[src/rtl/e1sa_pkg.sv]
package e1sa_pkg;
  typedef struct packed {
    logic sig_ones;
    logic sig_zeros;
    logic dist_mf;
  } e1sa_alarms_t;
endpackage

[src/rtl/e1sa_window.sv]
module e1sa_window #(
  parameter int MF_LEN = 16,
  parameter int FN_W   = $clog2(MF_LEN)
) (
  input  logic            clk,
  input  logic            rst_n,
  input  logic            acc,
  input  logic            locked,
  input  logic [FN_W-1:0] fn,
  output logic            mf_first,
  output logic            mf_step,
  output logic            mf_last
);
  logic            in_win;
  logic [FN_W-1:0] exp_fn;

  // frame 0 always opens a fresh window; later frames must follow in order
  assign mf_first = acc && locked && (fn == '0);
  assign mf_step  = acc && locked && in_win && (fn != '0) && (fn == exp_fn);
  assign mf_last  = mf_step && (fn == FN_W'(MF_LEN - 1));

  always_ff @(posedge clk) begin
    if (!rst_n) begin
      in_win <= 1'b0;
      exp_fn <= '0;
    end else if (!locked) begin
      in_win <= 1'b0;
    end else if (acc) begin
      if (mf_first) begin
        in_win <= 1'b1;
        exp_fn <= FN_W'(1);
      end else if (mf_step) begin
        exp_fn <= exp_fn + FN_W'(1);
        if (mf_last) in_win <= 1'b0;
      end else begin
        in_win <= 1'b0; // out-of-order frame breaks the window
      end
    end
  end

  a_r9_first_opens: assert property (@(posedge clk) disable iff (!rst_n)
    mf_first |=> in_win);
  a_r10_unlock_closes: assert property (@(posedge clk) disable iff (!rst_n)
    !locked |=> !in_win);
endmodule

[src/rtl/e1sa_zero_acc.sv]
module e1sa_zero_acc #(
  parameter int OCT_W = 8,
  parameter int LIMIT = 3,
  parameter int CW    = $clog2(LIMIT + 1)
) (
  input  logic             clk,
  input  logic             rst_n,
  input  logic             first,
  input  logic             step,
  input  logic [OCT_W-1:0] data,
  output logic [CW-1:0]    tot_zeros,
  output logic             tot_any
);
  logic [CW-1:0] zcnt;
  logic          any_r;
  int            oct_zeros;
  int            sum;

  always_comb begin
    oct_zeros = 0;
    for (int i = 0; i < OCT_W; i++) begin
      if (!data[i]) oct_zeros = oct_zeros + 1;
    end
    sum = (first ? 0 : int'(zcnt)) + oct_zeros;
    if (sum > LIMIT) sum = LIMIT;     // saturate the running count
    tot_zeros = CW'(sum);
    tot_any   = (first ? 1'b0 : any_r) | (|data);
  end

  always_ff @(posedge clk) begin
    if (!rst_n) begin
      zcnt  <= '0;
      any_r <= 1'b0;
    end else if (first || step) begin
      zcnt  <= tot_zeros;
      any_r <= tot_any;
    end
  end

  a_r2_count_sat: assert property (@(posedge clk) disable iff (!rst_n)
    int'(zcnt) <= LIMIT);
  a_r5_any_sticky: assert property (@(posedge clk) disable iff (!rst_n)
    (step && !first && any_r) |=> any_r);
endmodule

[src/rtl/e1sa_run_hyst.sv]
module e1sa_run_hyst #(
  parameter int RUN = 2,
  parameter int RW  = $clog2(RUN + 1)
) (
  input  logic clk,
  input  logic rst_n,
  input  logic clr_runs,
  input  logic sample,
  input  logic bit_in,
  output logic alarm
);
  logic [RW-1:0] hi_run, lo_run;
  logic [RW-1:0] hi_nxt, lo_nxt;

  always_comb begin
    hi_nxt = hi_run;
    lo_nxt = lo_run;
    if (sample) begin
      if (bit_in) begin
        hi_nxt = (hi_run == RW'(RUN)) ? hi_run : hi_run + RW'(1);
        lo_nxt = '0;
      end else begin
        lo_nxt = (lo_run == RW'(RUN)) ? lo_run : lo_run + RW'(1);
        hi_nxt = '0;
      end
    end
  end

  always_ff @(posedge clk) begin
    if (!rst_n) begin
      hi_run <= '0;
      lo_run <= '0;
      alarm  <= 1'b0;
    end else if (clr_runs) begin
      hi_run <= '0;
      lo_run <= '0;
    end else begin
      hi_run <= hi_nxt;
      lo_run <= lo_nxt;
      if (sample && bit_in && hi_nxt == RW'(RUN))       alarm <= 1'b1;
      else if (sample && !bit_in && lo_nxt == RW'(RUN)) alarm <= 1'b0;
    end
  end

  a_r6_sets: assert property (@(posedge clk) disable iff (!rst_n)
    (!clr_runs && sample && bit_in && int'(hi_run) >= RUN - 1) |=> alarm);
  a_r7_clears: assert property (@(posedge clk) disable iff (!rst_n)
    (!clr_runs && sample && !bit_in && int'(lo_run) >= RUN - 1) |=> !alarm);
  a_r8_no_sample_holds: assert property (@(posedge clk) disable iff (!rst_n)
    !sample |=> $stable(alarm));
endmodule

[src/rtl/e1_sig_alarm.sv]
module e1_sig_alarm
  import e1sa_pkg::*;
#(
  parameter int OCT_W      = 8,
  parameter int MF_LEN     = 16,
  parameter int ZERO_LIMIT = 3,
  parameter int DIST_BIT   = 2,
  parameter int DIST_RUN   = 2,
  localparam int FN_W      = $clog2(MF_LEN),
  localparam int CW        = $clog2(ZERO_LIMIT + 1)
) (
  input  logic             clk,
  input  logic             rst_n,
  input  logic             ts_valid,
  output logic             ts_ready,
  input  logic [OCT_W-1:0] ts_data,
  input  logic [FN_W-1:0]  frame_num,
  input  logic             mf_locked,
  output logic             alm_sig_ones,
  output logic             alm_sig_zeros,
  output logic             alm_dist_mf
);
  logic          acc;
  logic          mf_first, mf_step, mf_last;
  logic [CW-1:0] tot_zeros;
  logic          tot_any;
  e1sa_alarms_t  alm_q;

  assign ts_ready = 1'b1;             // never stalls
  assign acc      = ts_valid && ts_ready;

  e1sa_window #(.MF_LEN(MF_LEN), .FN_W(FN_W)) u_win (
    .clk(clk), .rst_n(rst_n), .acc(acc), .locked(mf_locked), .fn(frame_num),
    .mf_first(mf_first), .mf_step(mf_step), .mf_last(mf_last)
  );

  e1sa_zero_acc #(.OCT_W(OCT_W), .LIMIT(ZERO_LIMIT), .CW(CW)) u_acc (
    .clk(clk), .rst_n(rst_n), .first(mf_first), .step(mf_step), .data(ts_data),
    .tot_zeros(tot_zeros), .tot_any(tot_any)
  );

  e1sa_run_hyst #(.RUN(DIST_RUN)) u_dist (
    .clk(clk), .rst_n(rst_n), .clr_runs(!mf_locked), .sample(mf_first),
    .bit_in(ts_data[DIST_BIT]), .alarm(alm_q.dist_mf)
  );

  always_ff @(posedge clk) begin
    if (!rst_n) begin
      alm_q.sig_ones  <= 1'b0;
      alm_q.sig_zeros <= 1'b0;
    end else if (mf_last) begin
      alm_q.sig_ones  <= (int'(tot_zeros) < ZERO_LIMIT);
      alm_q.sig_zeros <= !tot_any;
    end
  end

  assign alm_sig_ones  = alm_q.sig_ones;
  assign alm_sig_zeros = alm_q.sig_zeros;
  assign alm_dist_mf   = alm_q.dist_mf;

  a_r2_ones_set: assert property (@(posedge clk) disable iff (!rst_n)
    (mf_last && int'(tot_zeros) < ZERO_LIMIT) |=> alm_sig_ones);
  a_r3_ones_clear: assert property (@(posedge clk) disable iff (!rst_n)
    (mf_last && int'(tot_zeros) >= ZERO_LIMIT) |=> !alm_sig_ones);
  a_r4_zeros_set: assert property (@(posedge clk) disable iff (!rst_n)
    (mf_last && !tot_any) |=> alm_sig_zeros);
  a_r5_zeros_clear: assert property (@(posedge clk) disable iff (!rst_n)
    (mf_last && tot_any) |=> !alm_sig_zeros);
  a_r9_hold_between: assert property (@(posedge clk) disable iff (!rst_n)
    !mf_last |=> ($stable(alm_sig_ones) && $stable(alm_sig_zeros)));
  a_r10_unlocked_hold: assert property (@(posedge clk) disable iff (!rst_n)
    !mf_locked |=> ($stable(alm_sig_ones) && $stable(alm_sig_zeros) && $stable(alm_dist_mf)));
endmodule

[config.mk]
export PLATFORM = sky130hd
export DESIGN_NAME = e1_sig_alarm
export DESIGN_NICKNAME = d
export VERILOG_FILES = /design/src/rtl/e1sa_pkg.sv /design/src/rtl/e1sa_window.sv /design/src/rtl/e1sa_zero_acc.sv /design/src/rtl/e1sa_run_hyst.sv /design/src/rtl/e1_sig_alarm.sv
export SDC_FILE = /design/constraint.sdc
export NUM_CORES = 1
export LEC_CHECK = 0
export BUFFER_PORTS_ARGS = -buffer_cell sky130_fd_sc_hd__buf_2
export CAP_MARGIN = 20
export CORE_MARGIN = 1
export CORE_UTILIZATION = 58
export DETAILED_ROUTE_END_ITERATION = 6
export PLACE_DENSITY = 0.91
export SLEW_MARGIN = 10
export SYNTH_ARGS = -nofsm -noshare
export SYNTH_HDL_FRONTEND = slang
export SYNTH_SLANG_ARGS = --single-unit
[constraint.sdc]
create_clock -name clk -period 8.85 [get_ports clk]
set_clock_uncertainty 0.1 [all_clocks]
set_input_delay 2.655 -clock clk [delete_from_list [all_inputs] [get_ports clk]]
set_output_delay 2.655 -clock clk [all_outputs]
set_load 0.005 [all_outputs]
==> reports/results.ini, run 1 <==
[final_layout]
layout-drive-gt1-share_pct = 14.0
fin_nets = 252
syn_to_final_growth_pct = 8.53
diodes = 0
nFillCells = 215
final_util_pct = 68.2

[global_routing]
grt_pass1_vias = 1247
grt_start_max_net_pins = 16
grt_pass1_wl_um = 5150
grt_overflow = 0
track_usage_pct = 24.3
antenna_found_initial = 0

[sta]
min_period_ns = 7.87
fmax_ghz = 0.127
final-max-slew-violation-count = 0
slew_headroom_pct = 58.6
setup_ws_ns = 0.976
setup_tns_ns = 0
finalCritPeriodShare_pct = 89.0
grt_setup_unrepaired = no
worst_pin_slew_ns = 0.620
setup_violations = 0
hold_viol = 0
holdWs_ns = 0.362

[critical_path]
crit_fanout = 6
path_common_cell = ha_1
start_kind = input port
crit_arrival_ns = 8.01
worstSetupPathType = in -> reg
crit_slowest_cell = ha_1
worstPathRequired_ns = 8.98
cp-end-kind = register
max_stage_delay_ns = 0.43

[power]
finalPower_w = 0.000217
leakage_nw = 0.723
ir_drop_mv = 0.0855
power_density_nw_per_um2 = 126

[status]
status = completed

[floorplan]
coreArea_um2 = 2520
die_x_um = 54.3
fp.dieArea_um2 = 2940
io_pins = 20
start_util_pct = 62.8
fp-row-count = 18
die_h_um = 54.3

[place]
numPortBuffers = 18
dp_hpwl_um = 2490
routabilityCongestion = 0.770
pre_cts_ws_ns = 0.656

[drt]
dr.pass1.iters = 4
dr_total_vias = 1465
antenna_left = 0
drc_errors = 0
viasPerCell = 5.81
finalWirelength_um = 3170
post_drt_wl_per_cell_um = 12.6
drt-initial-drc-count = 47

[synthesis]
ys_seq_elements = 15
ys_seq_area_share_pct = 19.0
synth-edff-count = 0
syn_area_per_cell_um2 = 7.76
synth_cells = 204
postSynth.asyncResetShare_pct = 0
synthFlopType = dfxtp_1
synth_area_um2 = 1580
synth_cell_types = 54
netlist_top_cells_area = dfxtp_1 (19%), ha_1 (9.5%), xnor2_1 (5.0%)
synth_common_cells = nand2_1 (20), inv_1 (19), nor2_1 (18)
yosysWarnings = 0
synth_top_area_cell = dfxtp_1
syn_nets = 233
synth_most_common_cell = nand2_1
synth_top_area_share_pct = 19.0

[clock_tree]
clk_latency_ns = 0.28
hold_buffers = 0
cts_buffers = 3
post_cts_buffers = 0
htree_levels = 1
cts_root_buf = clkbuf_4
clkSlewWorstSetupHoldPaths_ns = 0.09
clk_path_buf_depth = 2
cts_tree = built
cts.sinks = 15
cts.repair.resized = 0

[flow_run]
cap_violations = 0

[hold_path]
hp-class = reg -> reg

## where the power goes
group	internal [W]	total, W	switching (W)
sequential	0.0000677	0.0000679	0.000000213
clock	0.0000168	0.0000386	0.0000218
combinational	0.0000495	0.000111	0.0000611
## cells in the final DEF (no fill, tap or decap), types with 2 or more instances in the layout
cell type,n
a211oi_1,5
nand4b_1,3
nand3b_1,4
buf_2,18
and2_1,5
nor2b_1,6
o21ai_0,2
nand3_1,9
inv_1,19
ha_1,12
a41oi_1,2
nor3b_1,2
nor4b_1,2
nand2_1,20
o22ai_1,2
xnor3_1,2
o2bb2ai_1,2
xnor2_1,9
a311oi_1,2
clkbuf_4,3
nor3_1,4
a31oi_1,2
nand2b_1,5
xor2_1,5
o211ai_1,2
nor2_1,18
or3_1,4
dfxtp_1,15
a21oi_1,11
o31a_1,2
## layer usage
layer | vias to the layer above | part of all wire [%] | track usage [%]
met5 | - | 0 | 0
met4 | 0 | 1.5 | 8.97
met3 | 6 | 2.4 | 2.50
met2 | 23 | 50 | 44.5
met1 | 678 | 46 | 28.8
li1 | 758 | - | -
## stage by stage
stage / instances / instance area (µm²)
after global placement: 247 / 1690
final: 252 / 1720
after floorplan: 204 / 1580
after global routing: 252 / 1720
after CTS: 251 / 1710
after detailed placement: 247 / 1690
## layout make-up
| class | count | area (µm²) | area share, % |
|---|---|---|---|
| Inverter | 19 | 71.3 | 4.15 |
| Tap cell | 30 | 37.5 | 2.18 |
| Sequential cell | 15 | 300 | 17.5 |
| Clock buffer | 3 | 22.5 | 1.31 |
| Multi-Input combinational cell | 165 | 1190 | 69.1 |
| Timing Repair Buffer | 19 | 95.1 | 5.53 |
| Clock inverter | 1 | 5.00 | 0.291 |
## worst paths after layout
check | slack, ns | startpoint | endpoint | cells past startpoint
worst min register to register | 0.36 | u_dist.hi_run[0]$_SDFF_PN0_ | u_dist.hi_run[0]$_SDFF_PN0_ | 2
worst max-delay path | 0.98 | ts_data[0] | alm_sig_ones$_SDFFE_PN0P_ | 28
worst max register to register | 6.42 | u_win.exp_fn[0]$_SDFFE_PN0P_ | u_win.exp_fn[0]$_SDFFE_PN0P_ | 8
worst min-delay path | 0.36 | u_dist.hi_run[0]$_SDFF_PN0_ | u_dist.hi_run[0]$_SDFF_PN0_ | 2
## cell families after synthesis
kind of cell / count (synthesis) / synth area share [%]
and+or+nand+nor: 93 / 32.9
AOI/OAI and AO/OA: 38 / 17.0
buffers and inverters: 24 / 6.08
xor gates and xnor gates: 17 / 12.2
DFF: 15 / 19.0
adders and majority gates: 14 / 11.4
muxes: 2 / 1.34
other: 1 / 0.237
## critical path, delay by kind of cell
kind | cells | cell delay [ns]
AO/OA/AOI/OAI | 6 | 1.07
adder cells (fa/ha/maj) | 7 | 1.99
buffers and inverters | 3 | 0.18
multiplexers | 1 | 0.29
AND/OR/NAND/NOR | 11 | 1.81
## registers in the layout, indices dropped and copies added (netlist names)
signal,count
alm_sig_zeros,1
u_acc.any_r,1
u_dist.alarm,1
u_win.exp_fn,4
u_dist.lo_run,2
u_win.in_win,1
alm_sig_ones,1
u_dist.hi_run,2
u_acc.zcnt,2
Power figures use the tool's default switching activity.
==> run 2, diff against run 1 <==
Settings changed: ABC_AREA from default to 1.
==> run 2 against run 1 <==
- global-route usage rose by 0.71 points
- synthesized area down 2.3%
- worst setup slack better by 0.43 ns
- critical path depth rose by 4
- sequential power hardly changed
- power fell by 16%
- die area fell by 2.2%
- register-to-register slack gained 0.53 ns
- sequential share of layout area grew 0.38 points
- synthesized cell count grew 20%
==> reports/results.ini, run 2 <==
[status]
status = completed  ; unchanged

[global_routing]
grt_pass1_vias = 1374  ; was 1247
grt_start_max_net_pins = 9  ; was 16
grt_overflow = 0  ; unchanged
track_usage_pct = 25.0  ; was 24.3%
antenna_found_initial = 0  ; unchanged
grt_pass1_wl_um = 5310  ; was 5150 µm

[sta]
setup_violations = 0  ; unchanged
fmax_ghz = 0.134  ; was 0.127 GHz
finalCritPeriodShare_pct = 84.2  ; was 89.0%
min_period_ns = 7.45  ; was 7.87 ns
setup_tns_ns = 0  ; unchanged
final-max-slew-violation-count = 0  ; unchanged
hold_viol = 0  ; unchanged
grt_setup_unrepaired = no  ; unchanged
setup_ws_ns = 1.40  ; was 0.976 ns

[synthesis]
syn_area_per_cell_um2 = 6.32  ; was 7.76 µm²
ys_seq_area_share_pct = 19.4  ; was 19.0%
synth_cells = 245  ; was 204
synth_common_cells = nand2_1 (56), inv_1 (41), nand3_1 (21)  ; was nand2_1 (20), inv_1 (19), nor2_1 (18)
ys_seq_elements = 15  ; unchanged
yosysWarnings = 0  ; unchanged
synth_top_area_cell = dfxtp_1  ; unchanged
synth_most_common_cell = nand2_1  ; unchanged
postSynth.asyncResetShare_pct = 0  ; unchanged
synth-edff-count = 0  ; unchanged
synthFlopType = dfxtp_1  ; unchanged
netlist_top_cells_area = dfxtp_1 (19%), nand2_1 (14%), inv_1 (9.9%)  ; was dfxtp_1 (19%), ha_1 (9.5%), xnor2_1 (5.0%)
synth_top_area_share_pct = 19.4  ; was 19.0%
syn_nets = 274  ; was 233
synth_cell_types = 31  ; was 54
synth_area_um2 = 1550  ; was 1580 µm²

[place]
numPortBuffers = 18  ; unchanged
dp_hpwl_um = 2440  ; was 2490 µm
routabilityCongestion = 0.836  ; was 0.770
pre_cts_ws_ns = 1.10  ; was 0.656 ns

[clock_tree]
clk_latency_ns = 0.28  ; about the same
hold_buffers = 0  ; unchanged
cts_tree = built  ; unchanged
cts_buffers = 3  ; unchanged
cts.sinks = 15  ; unchanged
cts_root_buf = clkbuf_4  ; unchanged
post_cts_buffers = 0  ; unchanged
clkSlewWorstSetupHoldPaths_ns = 0.08  ; was 0.09 ns
htree_levels = 1  ; unchanged
cts.repair.resized = 0  ; unchanged
clk_path_buf_depth = 2  ; unchanged

[final_layout]
largest_reg_flops = 4  ; unchanged
final_util_pct = 67.3  ; was 68.2%
nFillCells = 223  ; was 215
layout_common_cells = nand2_1 (56), inv_1 (41), nand3_1 (21)  ; was nand2_1 (20), inv_1 (19), nor2_1 (18), buf_2 (18), dfxtp_1 (15)
max_flop_register = u_win.exp_fn  ; unchanged
diodes = 0  ; unchanged
fin_nets = 295  ; was 252
syn_to_final_growth_pct = 8.73  ; was 8.53%
layout-drive-gt1-share_pct = 23.4  ; was 14.0%
final_common_cell = nand2_1  ; unchanged

[hold_path]
min-delay-start = u_win.in_win$_SDFFE_PN0P_  ; was u_dist.hi_run[0]$_SDFF_PN0_
hold_end = u_win.in_win$_SDFFE_PN0P_  ; was u_dist.hi_run[0]$_SDFF_PN0_
worstHoldPathCells = 2  ; unchanged
hp-class = reg -> reg  ; unchanged

[critical_path]
crit_slowest_cell = ha_1  ; unchanged
worstSetupPathType = in -> reg  ; unchanged
reg2regPathDepth = 11  ; was 8
r2r-start = u_acc.zcnt[0]$_SDFFE_PN0N_  ; was u_win.exp_fn[0]$_SDFFE_PN0P_
crit_arrival_ns = 7.54  ; was 8.01 ns
cp-end-kind = register  ; unchanged
worstPathRequired_ns = 8.94  ; was 8.98 ns
start_kind = input port  ; unchanged
max_stage_delay_ns = 0.36  ; was 0.43 ns
rrSetupSlack_ns = 6.95  ; was 6.42 ns
reg2reg_to = u_acc.zcnt[0]$_SDFFE_PN0N_  ; was u_win.exp_fn[0]$_SDFFE_PN0P_
crit_fanout = 5  ; was 6

[floorplan]
fp-row-count = 18  ; unchanged
start_util_pct = 61.9  ; was 62.8%
die_h_um = 53.7  ; was 54.3 µm
fp.dieArea_um2 = 2880  ; was 2940 µm²
coreArea_um2 = 2500  ; was 2520 µm²
die_x_um = 53.7  ; was 54.3 µm
io_pins = 20  ; unchanged

[power]
ir_drop_mv = 0.0811  ; was 0.0855 mV
power_density_nw_per_um2 = 108  ; was 126 nW/µm²
leakage_nw = 0.854  ; was 0.723 nW

[drt]
drc_errors = 0  ; unchanged
dr.pass1.iters = 4  ; unchanged
post_drt_wl_per_cell_um = 10.0  ; was 12.6 µm
antenna_left = 0  ; unchanged
drt-initial-drc-count = 33  ; was 47
viasPerCell = 5.33  ; was 5.81
dr_total_vias = 1571  ; was 1465
finalWirelength_um = 2960  ; was 3170 µm

[flow_run]
cap_violations = 0  ; unchanged

==> run 2: cell types whose count changed in the layout (fill, tap and decap cells not counted), moves of 5 or more <==
cell / before / now
xnor2_1: 9 / 1
o21ai_0: 2 / 8
inv_1: 19 / 41
nand2b_1: 5 / 0
nand2_1: 20 / 56
nand3_2: 0 / 9
nand2_2: 0 / 17
nand3_1: 9 / 21
nor2b_1: 6 / 0
==> run 2: worst max-delay path: cells and delay by family <==
family                   cells  cell delay, ns
AO/OA/AOI/OAI                3            0.50
adder cells (fa/ha/maj)      7            1.98
buffers and inverters        6            0.43
AND/OR/NAND/NOR             16            1.96
==> run 2: per-stage QoR <==
stage | cells | hold WS [ns] | total power (W) | cell area (µm²)
3_3_place_gp | 291 | 0.353 | 0.000143 | 1660
6_report | 295 | 0.367 | 0.000181 | 1680
5_1_grt | 295 | 0.396 | 0.000198 | 1680
3_5_place_dp | 291 | 0.356 | 0.000145 | 1660
2_1_floorplan | 245 | 0.339 | 0.000130 | 1550
4_1_cts | 295 | 0.368 | 0.000182 | 1680
==> run 2: power by group <==
group | switching [W] | internal (W)
Combinational | 0.0000477 | 0.0000276
Clock | 0.0000207 | 0.0000175
Sequential | 0.000000148 | 0.0000678
Total | 0.0000686 | 0.000113
==> run 2: per-layer routing <==
layer	vias to the layer above	share of wire [%]	global-route usage, %
met5	-	0	0
met4	0	2.5	13.2
met3	6	4.5	0.847
met2	44	47	44.0
met1	697	46	30.8
li1	824	-	-
==> run 2: cell type report <==
class | instances | area, µm² | share of cell area, %
Clock buffer | 4 | 26.3 | 1.56
Inverter | 46 | 180 | 10.7
Multi-Input combinational cell | 182 | 1050 | 62.3
Sequential cell | 15 | 300 | 17.8
Tap cell | 30 | 37.5 | 2.23
Timing Repair Buffer | 18 | 90.1 | 5.35
==> run 2: cell families after synthesis <==
family | count (synthesis) | share of synthesized area (%)
other | 1 | 0.242
flip-flops | 15 | 19.4
AND/OR/NAND/NOR | 138 | 44.8
adder cells (fa/ha/maj) | 13 | 11.0
buffers and inverters | 48 | 12.9
XOR/XNOR | 2 | 1.13
AO/OA/AOI/OAI | 28 | 10.6
==> run 2: worst max path at each step <==
stage	start	to	cells past startpoint
3_5_place_dp	ts_data[0]	u_acc.zcnt[0]$_SDFFE_PN0N_	32
3_3_place_gp	ts_data[0]	u_acc.zcnt[0]$_SDFFE_PN0N_	32
6_report	ts_data[0]	u_acc.zcnt[0]$_SDFFE_PN0N_	32
2_1_floorplan	ts_data[0]	u_acc.zcnt[0]$_SDFFE_PN0N_	31
5_1_grt	ts_data[0]	u_acc.zcnt[1]$_SDFFE_PN0N_	32
4_1_cts	ts_data[0]	u_acc.zcnt[0]$_SDFFE_PN0N_	32
==> run 3, diff against run 2 <==
Settings changed: CORE_UTILIZATION 58 to 52, PLACE_DENSITY 0.91 to 0.87.
Clock period 8.85 ns to 6.7 ns, I/O delays scaled along.
==> run 3 against run 2 <==
- sequential share of layout area decreased by 1.5 points
- final area is 9.0% higher
- largest power group unchanged
- worst setup slack got worse by 1.0 ns
- clock-buffer cell count stayed put
- critical path depth rose by 1
- final cell count rose by 4.4%
- routed wire length grew 3.4%
- sequential power up 32%
- clock power up 33%
- combinational power is 69% higher
==> reports/results.ini, run 3 (synthesis gave the netlist of run 2 again) <==
[clock_tree]
cts_buffers = 3  ; unchanged
clk_latency_ns = 0.28  ; about the same
clk_path_buf_depth = 2  ; unchanged
cts_root_buf = clkbuf_4  ; unchanged
cts.sinks = 15  ; unchanged
clkSlewWorstSetupHoldPaths_ns = 0.09  ; was 0.08 ns
htree_levels = 1  ; unchanged
cts_tree = built  ; unchanged

[floorplan]
start_util_pct = 55.6  ; was 61.9%
die_x_um = 56.6  ; was 53.7 µm
coreArea_um2 = 2780  ; was 2500 µm²
fp.dieArea_um2 = 3200  ; was 2880 µm²
io_pins = 20  ; unchanged
die_h_um = 56.6  ; was 53.7 µm
fp-row-count = 19  ; was 18

[drt]
viasPerCell = 5.04  ; was 5.33
top_layer = met4  ; unchanged
drt-initial-drc-count = 62  ; was 33
dr.pass1.iters = 4  ; unchanged
met3_length_um = 61  ; was 133 µm
dr_total_vias = 1552  ; was 1571
wl_met2_um = 1520  ; was 1390 µm
finalWirelength_um = 3060  ; was 2960 µm
post_drt_wl_per_cell_um = 9.94  ; was 10.0 µm
wl_met1_um = 1430  ; was 1360 µm
drc_errors = 0  ; unchanged
antenna_left = 0  ; unchanged

[critical_path]
rrSetupSlack_ns = 4.77  ; was 6.95 ns
reg2reg_to = u_acc.zcnt[1]$_SDFFE_PN0N_  ; was u_acc.zcnt[0]$_SDFFE_PN0N_
r2r-start = u_acc.zcnt[0]$_SDFFE_PN0N_  ; unchanged
crit_slowest_cell = or2_2  ; was ha_1
reg2regPathDepth = 11  ; unchanged
crit_end = u_acc.zcnt[1]$_SDFFE_PN0N_  ; was u_acc.zcnt[0]$_SDFFE_PN0N_
max_stage_delay_ns = 0.28  ; was 0.36 ns
start_kind = input port  ; unchanged
worstPathRequired_ns = 6.77  ; was 8.94 ns
path_common_cell = nand2_1
crit_arrival_ns = 6.40  ; was 7.54 ns
worstSetupPathType = in -> reg  ; unchanged
crit_fanout = 3  ; was 5
crit_path_start = ts_data[0]  ; unchanged
cp-end-kind = register  ; unchanged

[global_routing]
grt_start_max_net_pins = 9  ; unchanged
antenna_found_initial = 0  ; unchanged
grt_pass1_vias = 1480  ; was 1374
grt_overflow = 0  ; unchanged
track_usage_pct = 21.8  ; was 25.0%
grt_pass1_wl_um = 5750  ; was 5310 µm

[sta]
final-max-slew-violation-count = 0  ; unchanged
hold_viol = 0  ; unchanged
finalCritPeriodShare_pct = 94.4
fmax_ghz = 0.158
min_period_ns = 6.32
setup_violations = 0  ; unchanged
grt_setup_unrepaired = no  ; unchanged

[final_layout]
nFillCells = 241  ; was 223
multi_input_area_um2 = 1110  ; was 1050 µm²
final_cells = 308  ; was 295
syn_to_final_growth_pct = 18.5  ; was 8.73%
layout_common_cells = nand2_1 (53), inv_1 (40), nand3_1 (21)  ; was nand2_1 (56), inv_1 (41), nand3_1 (21)
final_util_pct = 65.9  ; was 67.3%
fin_nets = 307  ; was 295
seq_area_um2 = 300  ; unchanged
diodes = 0  ; unchanged
final_common_cell = nand2_1  ; unchanged
max_flop_register = u_win.exp_fn  ; unchanged
layout-drive-gt1-share_pct = 30.7  ; was 23.4%
largest_reg_flops = 4  ; unchanged

[power]
share_comb_of_total_power_pct = 47.5  ; was 41.5%
p_clk_share_pct = 19.0  ; was 21.1%
leakage_nw = 0.916  ; was 0.854 nW
power_density_nw_per_um2 = 146  ; was 108 nW/µm²
ir_drop_mv = 0.0937  ; was 0.0811 mV
power.switching_w = 0.0000996  ; was 0.0000686 W
switching_share_pct = 37.3  ; was 37.8%
pwr-share-seq_pct = 33.6  ; was 37.4%
intPower_w = 0.000168  ; was 0.000113 W

[place]
dp_hpwl_um = 2590  ; was 2440 µm
routabilityCongestion = 0.828  ; was 0.836
placed_cells_incl_taps = 304  ; was 291
numPortBuffers = 18  ; unchanged

[status]
status = completed  ; unchanged

[flow_run]
cap_violations = 0  ; unchanged

[hold_path]
hp-class = reg -> reg  ; unchanged

-- run 3: cell type report --
class                   instances  area share [%]
inverters                      46            9.82
well taps                      31            2.11
multi-input cells             182            60.4
flip-flops and latches         15            16.4
clock buffers                   4            1.43
repair buffers                 30            9.82
-- run 3: worst max-delay path: cells and delay by family --
kind / cells / cell delay, ns
adder cells (fa/ha/maj): 7 / 1.83
AO/OA/AOI/OAI: 3 / 0.28
buffers and inverters: 6 / 0.36
AND/OR/NAND/NOR: 17 / 1.91
-- run 3: worst min path at each step --
stage	from	to	slack [ns]	cells after the start
2_1_floorplan	u_win.in_win$_SDFFE_PN0P_	u_win.in_win$_SDFFE_PN0P_	0.34	2
3_3_place_gp	u_win.in_win$_SDFFE_PN0P_	u_win.in_win$_SDFFE_PN0P_	0.35	2
3_5_place_dp	u_win.in_win$_SDFFE_PN0P_	u_win.in_win$_SDFFE_PN0P_	0.36	2
4_1_cts	u_win.in_win$_SDFFE_PN0P_	u_win.in_win$_SDFFE_PN0P_	0.37	2
5_1_grt	u_win.in_win$_SDFFE_PN0P_	u_win.in_win$_SDFFE_PN0P_	0.39	2
6_report	u_win.in_win$_SDFFE_PN0P_	u_win.in_win$_SDFFE_PN0P_	0.37	2
-- run 3: power by group through the flow --
stage                     clock [W]  sequential, W  combinational, W
after floorplan                   0      0.0000918         0.0000796
after CTS                 0.0000514      0.0000897          0.000117
final                     0.0000507      0.0000897          0.000127
after detailed placement          0      0.0000918          0.000116
after global placement            0      0.0000918          0.000112
after global routing      0.0000567      0.0000898          0.000145
-- run 3: per-stage QoR --
step                      cell area [µm²]  total power (W)  setup TNS, ns  hold slack (ns)  setup WS, ns
after detailed placement             1750         0.000208         -0.592            0.356        -0.219
after global placement               1750         0.000203         -0.223            0.353       -0.0971
final                                1830         0.000267              0            0.368         0.376
after floorplan                      1550         0.000171              0            0.339        0.0746
after global routing                 1830         0.000292              0            0.394        0.0495
after CTS                            1770         0.000258              0            0.370        0.0569
-- run 3: per-layer routing --
metal | up-vias | GRT usage [%]
met5 | - | 0
met4 | 0 | 6.62
met3 | 6 | 1.61
met2 | 21 | 40.5
met1 | 674 | 26.5
li1 | 851 | -
-- run 3: timing repair --
action / in CTS / in global routing
hold buffers: 0 / 0
buffers inserted: 0 / 0
setup endpoints to repair: 0 / 3
resized for setup: 0 / 13
